**src/rtl/spi_cs_pkg.sv**
```systemverilog
package spi_cs_pkg;
  typedef enum logic [1:0] {
    PH_IDLE = 2'd0,
    PH_LEAD = 2'd1,
    PH_LOW  = 2'd2,
    PH_HIGH = 2'd3
  } phase_t;
endpackage

```
**src/rtl/spi_cs_seq.sv**
```systemverilog
module spi_cs_seq
  import spi_cs_pkg::*;
#(
  parameter int MAX_W = 32,
  localparam int LW = $clog2(MAX_W + 1)
) (
  input  logic          clk,
  input  logic          rst_n,
  input  logic          accept,
  input  logic          bit_tick,
  input  logic [LW-1:0] len,
  output logic          idle,
  output logic          sclk,
  output logic          frame,
  output logic          rise_evt,
  output logic          mid_fall,
  output logic          last_fall
);
  phase_t        phase;
  logic [LW-1:0] len_q;
  logic [LW-1:0] nbits;
  logic          fall_evt;

  assign idle      = (phase == PH_IDLE);
  assign rise_evt  = (phase == PH_LOW)  && bit_tick;
  assign fall_evt  = (phase == PH_HIGH) && bit_tick;
  assign last_fall = fall_evt && (nbits == len_q);
  assign mid_fall  = fall_evt && (nbits != len_q);

  always_ff @(posedge clk or negedge rst_n) begin
    if (!rst_n) begin
      phase <= PH_IDLE;
      sclk  <= 1'b0;
      frame <= 1'b0;
      nbits <= '0;
      len_q <= '0;
    end else begin
      unique case (phase)
        PH_IDLE: if (accept) begin
          phase <= PH_LEAD;
          frame <= 1'b1;
          nbits <= '0;
          len_q <= len;
        end
        PH_LEAD: if (bit_tick) phase <= PH_LOW;
        PH_LOW: if (bit_tick) begin
          sclk  <= 1'b1;
          nbits <= nbits + 1'b1;
          phase <= PH_HIGH;
        end
        PH_HIGH: if (bit_tick) begin
          sclk <= 1'b0;
          if (nbits == len_q) begin
            phase <= PH_IDLE;
            frame <= 1'b0;
          end else begin
            phase <= PH_LOW;
          end
        end
        default: phase <= PH_IDLE;
      endcase
    end
  end
endmodule

```
**src/rtl/spi_cs_shift.sv**
```systemverilog
module spi_cs_shift #(
  parameter int MAX_W = 32,
  localparam int LW = $clog2(MAX_W + 1)
) (
  input  logic             clk,
  input  logic             rst_n,
  input  logic             load,
  input  logic [MAX_W-1:0] tx_word,
  input  logic [LW-1:0]    len,
  input  logic             rise_evt,
  input  logic             mid_fall,
  input  logic             miso,
  output logic             mosi_bit,
  output logic [MAX_W-1:0] rx_word
);
  localparam logic [LW-1:0] WIDTH_L = LW'(MAX_W);

  logic [MAX_W-1:0] tx_sr;
  logic [LW-1:0]    shamt;

  assign shamt    = WIDTH_L - len;
  assign mosi_bit = tx_sr[MAX_W-1];

  always_ff @(posedge clk or negedge rst_n) begin
    if (!rst_n) begin
      tx_sr   <= '0;
      rx_word <= '0;
    end else begin
      if (load) begin
        tx_sr   <= tx_word << shamt;
        rx_word <= '0;
      end else begin
        if (mid_fall) tx_sr   <= {tx_sr[MAX_W-2:0], 1'b0};
        if (rise_evt) rx_word <= {rx_word[MAX_W-2:0], miso};
      end
    end
  end
endmodule

```
**src/rtl/spi_cs_master.sv**
```systemverilog
module spi_cs_master #(
  parameter int MAX_W = 32,
  parameter int MIN_W = 8,
  localparam int LW = $clog2(MAX_W + 1)
) (
  input  logic             clk,
  input  logic             rst_n,
  input  logic             bit_tick,
  input  logic             tx_valid,
  output logic             tx_ready,
  input  logic [MAX_W-1:0] tx_data,
  input  logic [LW-1:0]    tx_len,
  input  logic             miso,
  output logic             sclk,
  output logic             cs_n,
  output logic             mosi,
  output logic             mosi_oe,
  output logic             rx_valid,
  output logic [MAX_W-1:0] rx_data
);
  localparam logic [LW-1:0] LO_L = LW'(MIN_W);
  localparam logic [LW-1:0] HI_L = LW'(MAX_W);

  logic             idle, frame, accept;
  logic             rise_evt, mid_fall, last_fall;
  logic [LW-1:0]    eff_len;
  logic [MAX_W-1:0] rx_word;

  always_comb begin
    if (tx_len < LO_L)      eff_len = LO_L;
    else if (tx_len > HI_L) eff_len = HI_L;
    else                    eff_len = tx_len;
  end

  assign tx_ready = idle;
  assign accept   = tx_valid && idle;
  assign cs_n     = ~frame;
  assign mosi_oe  = frame;

  spi_cs_seq #(.MAX_W(MAX_W)) u_seq (
    .clk(clk), .rst_n(rst_n), .accept(accept), .bit_tick(bit_tick),
    .len(eff_len), .idle(idle), .sclk(sclk), .frame(frame),
    .rise_evt(rise_evt), .mid_fall(mid_fall), .last_fall(last_fall)
  );

  spi_cs_shift #(.MAX_W(MAX_W)) u_shift (
    .clk(clk), .rst_n(rst_n), .load(accept), .tx_word(tx_data),
    .len(eff_len), .rise_evt(rise_evt), .mid_fall(mid_fall),
    .miso(miso), .mosi_bit(mosi), .rx_word(rx_word)
  );

  always_ff @(posedge clk or negedge rst_n) begin
    if (!rst_n) begin
      rx_valid <= 1'b0;
      rx_data  <= '0;
    end else begin
      rx_valid <= last_fall;
      if (last_fall) rx_data <= rx_word;
    end
  end
endmodule

```
**config.mk**
```make
export PLATFORM = sky130hd
export DESIGN_NAME = spi_cs_master
export DESIGN_NICKNAME = d
export VERILOG_FILES = /design/src/rtl/spi_cs_pkg.sv /design/src/rtl/spi_cs_seq.sv /design/src/rtl/spi_cs_shift.sv /design/src/rtl/spi_cs_master.sv
export SDC_FILE = /design/constraint.sdc
export NUM_CORES = 1
export LEC_CHECK = 0
export ABC_AREA = 0
export BUFFER_PORTS_ARGS = -buffer_cell sky130_fd_sc_hd__buf_2
export CAP_MARGIN = 20
export CORE_ASPECT_RATIO = 1.1
export CORE_UTILIZATION = 30
export CTS_BUF_LIST = sky130_fd_sc_hd__clkbuf_4
export DETAILED_ROUTE_END_ITERATION = 6
export GPL_ROUTABILITY_DRIVEN = 0
export PLACE_DENSITY = 0.47
export RECOVER_POWER = 25
export SETUP_SLACK_MARGIN = 0.4
export SLEW_MARGIN = 20
export SYNTH_ARGS = -nofsm -noshare
export SYNTH_HDL_FRONTEND = slang
export SYNTH_HIERARCHICAL = 1
export SYNTH_SLANG_ARGS = --single-unit
```
**constraint.sdc**
```tcl
create_clock -name clk -period 2.3 [get_ports clk]
set_input_delay 0.46 -clock clk [delete_from_list [all_inputs] [get_ports clk]]
set_output_delay 0.46 -clock clk [all_outputs]
set_load 0.05 [all_outputs]
```
After elaboration in Yosys (flattened, before gate mapping). Index checks and enable logic that the tools add are counted.

Flip-flop bits (word level): 113. Input port bits: 43. Output and inout port bits: 38. Logic and storage cells: 63.

$add $sub $neg: 2. Order comparisons: 2. Equality and inequality tests: 10. Shift operators: 1. Muxes and demuxes: 22. Bitwise logic cells: 1. Reduce and logical (&&, ||, !) cells: 16.

Operator list (number): $mux W32 (4); $shl A32 B6 Y32 (1); $mux W6 (4); $pmux W6 S2 (1); $mux W2 (5); $reduce_bool A2 Y1 (5); $ne A2 B2 Y1 const B (4); $pmux W2 S4 (1); $reduce_and A4 Y1 (2); $add A6 B1 Y6 const B (1); $eq A6 B6 Y1 (1); $gt A6 B6 Y1 const B (1); $lt A6 B4 Y1 const B (1); $ne A6 B6 Y1 (1); $reduce_and A3 Y1 (2); $sub A6 B6 Y6 const A (1); $logic_and A1 B1 Y1 (5); $mux W1 (5); $eq A2 B2 Y1 const B (2); $pmux W1 S2 (2); $eq A2 B1 Y1 const B (1); $logic_not A2 Y1 (1); $ne A2 B1 Y1 const B (1); $reduce_and A2 Y1 (1); $not A1 Y1 (1).

Longest topological paths before layout.
Depth in word-level cells: 6. Gate-level depth with buffers: 14. Gate-level depth less buffers: 9.

Cells and area by module. Netlist, hierarchy kept.

Modules (own cells, without submodules): spi_cs_shift (instances 1, cells each 430, area each 4619.4 um^2, seq. area each 1601.5 um^2); spi_cs_master (instances 1, cells each 79, area each 1425.1 um^2, seq. area each 825.8 um^2); spi_cs_seq (instances 1, cells each 63, area each 764.5 um^2, seq. area each 400.4 um^2).

Least setup slack after synthesis. OpenSTA, ideal clock, no wires.

Path type: in2reg. From: in tx_len[3]. To: reg u_shift.tx_sr[31]. Library setup time: 0.126 ns. Arrival: 3.137 ns. Data required time: 2.174 ns. Slack: -0.963 ns. Cell stages on the path: 12. Path buffers: 3. Cell sequence: nor2_1 > nor3b_1 > inv_1 > ha_1 > buf_4 > buf_2 > buf_4 > mux4_2 > mux2_2 > mux2i_1 > o22ai_1 > o32a_1.

Cells in the longest elaborated chain, start to end: 6. Elaborated cells on any way between the ends: 7. Classes of those cells: add/sub (1); order compare (2); shift (1); mux (3).

RTL lines: start: declaration (line spi_cs_master.sv:12) `input logic [LW-1:0] tx_len,`; $gt A6 B6 Y1 (line spi_cs_master.sv:31) `else if (tx_len > HI_L) eff_len = HI_L;`; $mux W6 (line spi_cs_master.sv:31); $mux W6 * (line spi_cs_master.sv:30) `if (tx_len < LO_L) eff_len = LO_L;`; via eff_len[1] (line spi_cs_master.sv:26) `logic [LW-1:0] eff_len;`; $sub A6 B6 Y6 * (line spi_cs_shift.sv:21) `assign shamt = WIDTH_L - len;`; $shl A32 B6 Y32 * (line spi_cs_shift.sv:30) `tx_sr <= tx_word << shamt;`; $mux W32 * (line spi_cs_shift.sv:29) `if (load) begin`; end signal: assignment (line spi_cs_shift.sv:30); end signal: assignment (line spi_cs_shift.sv:33) `if (mid_fall) tx_sr <= {tx_sr[MAX_W-2:0], 1'b0};`; end: declaration (line spi_cs_shift.sv:18) `logic [MAX_W-1:0] tx_sr;`.

The timed path passes the listed nets; every way through them passes the cells marked *. A chain may end at the register's enable or synchronous reset.

Final worst setup path.
From: in tx_len[4]. To: reg u_shift.tx_sr[26].

Same word-level chain as after synthesis.

==> results.sh <==
export IMPL_fin_ws_ns=-0.202
export IMPL_cts_tree="yes"
export IMPL_reg2reg_slack_ns=0.28
export IMPL_hold_class="input port to flip-flop"
export IMPL_cp_top_family="multiplexers"
export IMPL_cts_max_level=4
export IMPL_track_usage_pct=15.1
export IMPL_nNetsFinal=783
export IMPL_fin_skew_ns=0.0134
export IMPL_dpl_hpwl_mm=12.2
export IMPL_violations="setup timing"
export IMPL_worst_ep_arrival_time_ns=2.89
export IMPL_multi_input_area_um2=4040
export IMPL_drc=0
export IMPL_pre_cts_slack_ns=-0.846
export IMPL_drt_iter0_drc=154
export IMPL_cp_start_kind="input port"
export IMPL_ff2ff_path_depth=8
export IMPL_clockBufferDepth=2
export IMPL_post_drt_wl_per_cell_um=16.9
export IMPL_synth_edf_count=0
export IMPL_grt_max_degree=46
export IMPL_path_class="input port to flip-flop"
export IMPL_syn_nets=617
export IMPL_ys_flop_type="dfrtp_1"
export IMPL_syn_inst=572
export IMPL_ios=81
export IMPL_die_height_um=160
export IMPL_netlist_area_um2=6810
export IMPL_crit_top_cell="mux2_4"
export IMPL_clk_latency_ns=0.49
export IMPL_die_area_um2=23300
export IMPL_routed_via_density=4.95
export IMPL_placed_cells=976
export IMPL_cts_sinks=113
export IMPL_antenna_found_initial=1
export IMPL_yosysTopAreaCellShare_pct=41.5
export IMPL_cts_reportedPaths_clkPinSlew_ns=0.11
export IMPL_syn_avg_cell_area_um2=11.9
export IMPL_power_density_nw_per_um2=869
export IMPL_stdcell_count=1047
export IMPL_hold_viol_final=0
export IMPL_crit_buf_inv=3
export IMPL_synth_cell_types=65
export IMPL_drv_cap=0
export IMPL_grt_pass1_wl_mm=28.0
export IMPL_slew_violations=0
export IMPL_cts_buffers=17
export IMPL_grt_pass1_vias=5220
export IMPL_regArea_um2=2830
export IMPL_rsz0062_at_grt="yes"
export IMPL_die_w_um=146
export IMPL_root_buffer="clkbuf_4"
export IMPL_synth_top_cells_by_area="dfrtp_1 (42%), mux2_4 (7.7%), mux2i_1 (7.6%), mux4_2 (6.3%), mux2_2 (5.1%)"
export IMPL_rows=57
export IMPL_min_path_cells=2
export IMPL_ys_ff_latch=113
export IMPL_status="complete, but fails checks"
export IMPL_worst_path_largest_cell_delay_ns=0.46
export IMPL_cp_depth=11
export IMPL_crit_required_ns=2.69
export IMPL_crit_chain="buf_8 -> nor2_4 -> nor3b_4 -> clkinvlp_4 -> ha_4 -> buf_6 -> mux2_4 -> mux2_4 -> mux4_2 -> and2_1 -> o32a_1"
export IMPL_max_freq_mhz=400
export IMPL_core_area_um2=22200
export IMPL_yosysSeqAreaShare_pct=41.5
export IMPL_p_leak_nw=4.08
export IMPL_cp_end_kind="flip-flop"
export IMPL_setup_viol=20
export IMPL_tightest_slew_ns=0.960
export IMPL_period_minus_slack_ns=2.50
export IMPL_period_share_pct=109
export IMPL_grt_ovfl_total=0
export IMPL_slowest_stage="mux4_2"
export IMPL_worst_path_max_fanout=6
export IMPL_area_delta_synth_final_pct=34.3
export IMPL_io_buffers=80
export IMPL_routed_wirelength_mm=17.7
export IMPL_n_fill_cell=2123
export IMPL_synth_top_area_cell="dfrtp_1"
export IMPL_drt_pass1_iter_count=5
export IMPL_ys_warnings_count=6
export IMPL_slew_headroom_pct=36.0
export IMPL_floorplan_initialDensity_pct=30.7
export IMPL_irDropWorstVdd_v=0.000310
export IMPL_antenna_left=0
export IMPL_vias=5180
export IMPL_drive_gt1_share_pct=49.4
export IMPL_async_flop_share_pct=100
## worst paths after layout
path,startpoint,to
min in group asynchronous,rst_n,rx_data[29]$_DFFE_PN0P_
max in group asynchronous,rst_n,u_shift/rx_word[14]$_DFFE_PN0P_
worst max register to register,u_seq/phase[0]$_DFFE_PN0P_,u_shift/tx_sr[14]$_DFFE_PN0P_
worst min register to register,u_seq/sclk$_DFFE_PN0P_,u_seq/sclk$_DFFE_PN0P_
worst max-delay path,tx_len[4],u_shift/tx_sr[26]$_DFFE_PN0P_
worst min-delay path,bit_tick,u_seq/phase[0]$_DFFE_PN0P_
## synth_stat cells (4+ instances only)
cell	n
dfrtp_1	113
mux2_4	35
nor3_1	9
nor3b_1	8
o22a_1	11
nor2_1	70
buf_2	8
xor2_1	4
buf_4	7
o22ai_1	13
clkbuf_1	15
o32a_1	11
o21a_1	20
mux2_1	6
o21ai_0	5
nand2_1	16
a21oi_1	14
inv_1	14
mux4_2	19
mux4_1	5
buf_1	4
mux2_2	31
a211oi_1	9
xnor2_1	7
buf_6	6
mux2i_1	52
## registers in the layout (all words and copies together), names as in the netlist
register         cells
u_shift/rx_word     32
u_shift/tx_sr       32
u_seq/sclk           1
u_seq/len_q          6
rx_data             32
u_seq/nbits          6
rx_valid             1
u_seq/phase          2
u_seq/frame          1
## area by class of cell
cell class              count  share of cell area, %
diodes                      1                 0.0274
clock buffers              20                   1.64
clock inverters            12                   1.53
inverters                  15                  0.657
multi-input cells         402                   44.2
flip-flops and latches    113                   30.9
well taps                 295                   4.04
repair buffers            189                   17.0
## metrics by stage
stage	power [mW]	hold WS, ns	util (%)	cell area [um2]	TNS, ns
4_1_cts	7.82	0.161	39.6	8790	-0.468
5_1_grt	8.43	0.160	41.2	9150	-2.20
2_1_floorplan	5.14	0.164	-	6980	-15.27
3_3_place_gp	5.99	0.465	36.4	8080	-17.96
6_report	7.95	0.213	41.2	9150	-1.62
3_5_place_dp	6.06	0.471	36.4	8080	-19.06
## report_power, final
group | total, mW | switching, mW | internal [mW]
Combinational | 3.54 | 1.80 | 1.74
Clock | 1.52 | 0.746 | 0.778
Sequential | 2.88 | 0.374 | 2.51
Total | 7.95 | 2.92 | 5.03
## kinds of logic (layout without fill, tap and decap cells)
| logic type | count (synthesis) | in the layout | share of synthesized area [%] |
|---|---|---|---|
| other | 0 | 1 | 0 |
| buffers and inverters | 58 | 236 | 5.11 |
| XOR/XNOR | 12 | 12 | 1.65 |
| adder cells (fa/ha/maj) | 2 | 2 | 0.367 |
| AO/OA/AOI/OAI | 107 | 107 | 12.1 |
| flip-flops | 113 | 113 | 41.5 |
| multiplexers | 148 | 148 | 29.7 |
| AND/OR/NAND/NOR | 132 | 133 | 9.54 |
## worst register-to-register path, cell delays in order (launching register included)
cell	delay (ns)
dfrtp_2	0.46
nor2_4	0.15
and2_4	0.21
nand2b_4	0.07
nor4b_4	0.28
buf_6	0.17
nor2_2	0.10
a211oi_1	0.34
o22a_1	0.18
## cells in the final DEF (no fill, tap or decap), types with 3 or more instances in the layout
| master | instances |
|---|---|
| nor2_4 | 4 |
| buf_2 | 75 |
| dfrtp_1 | 111 |
| mux4_2 | 23 |
| mux2_2 | 11 |
| o22ai_1 | 9 |
| o32a_1 | 11 |
| clkbuf_16 | 4 |
| mux2_4 | 61 |
| a211oi_1 | 4 |
| xnor2_1 | 6 |
| nand2_1 | 14 |
| clkinvlp_4 | 3 |
| clkinv_1 | 4 |
| buf_6 | 22 |
| nand4_1 | 3 |
| inv_1 | 12 |
| nor2b_1 | 3 |
| o21ai_0 | 4 |
| nor3_1 | 8 |
| a21oi_1 | 12 |
| clkbuf_4 | 21 |
| bufinv_16 | 3 |
| a211oi_2 | 5 |
| mux2i_1 | 43 |
| mux2i_2 | 3 |
| o22a_1 | 11 |
| mux2i_4 | 6 |
| buf_12 | 10 |
| o22ai_2 | 4 |
| buf_8 | 3 |
| nor2_1 | 66 |
| xor2_1 | 4 |
| o21a_1 | 20 |
| buf_4 | 71 |
| clkinv_2 | 3 |
| nor3b_1 | 5 |
## what timing repair did
action                     4_1_cts  5_1_grt
resized for setup               69       32
hold endpoints to repair        37        0
pin swaps                       13       13
hold buffers                     1        0
setup buffers                   16       14
gates cloned                     1        6
setup endpoints to repair       34       66
## routing by layer
layer / share of wire, % / vias up / track usage, %
li1: - / 2467 / -
met1: 45 / 2589 / 19.5
met2: 50 / 103 / 25.3
met3: 2.4 / 21 / 2.60
met4: 1.8 / 0 / 5.60
met5: 0 / - / 0
Note: power is estimated with default switching activity, not from simulation.
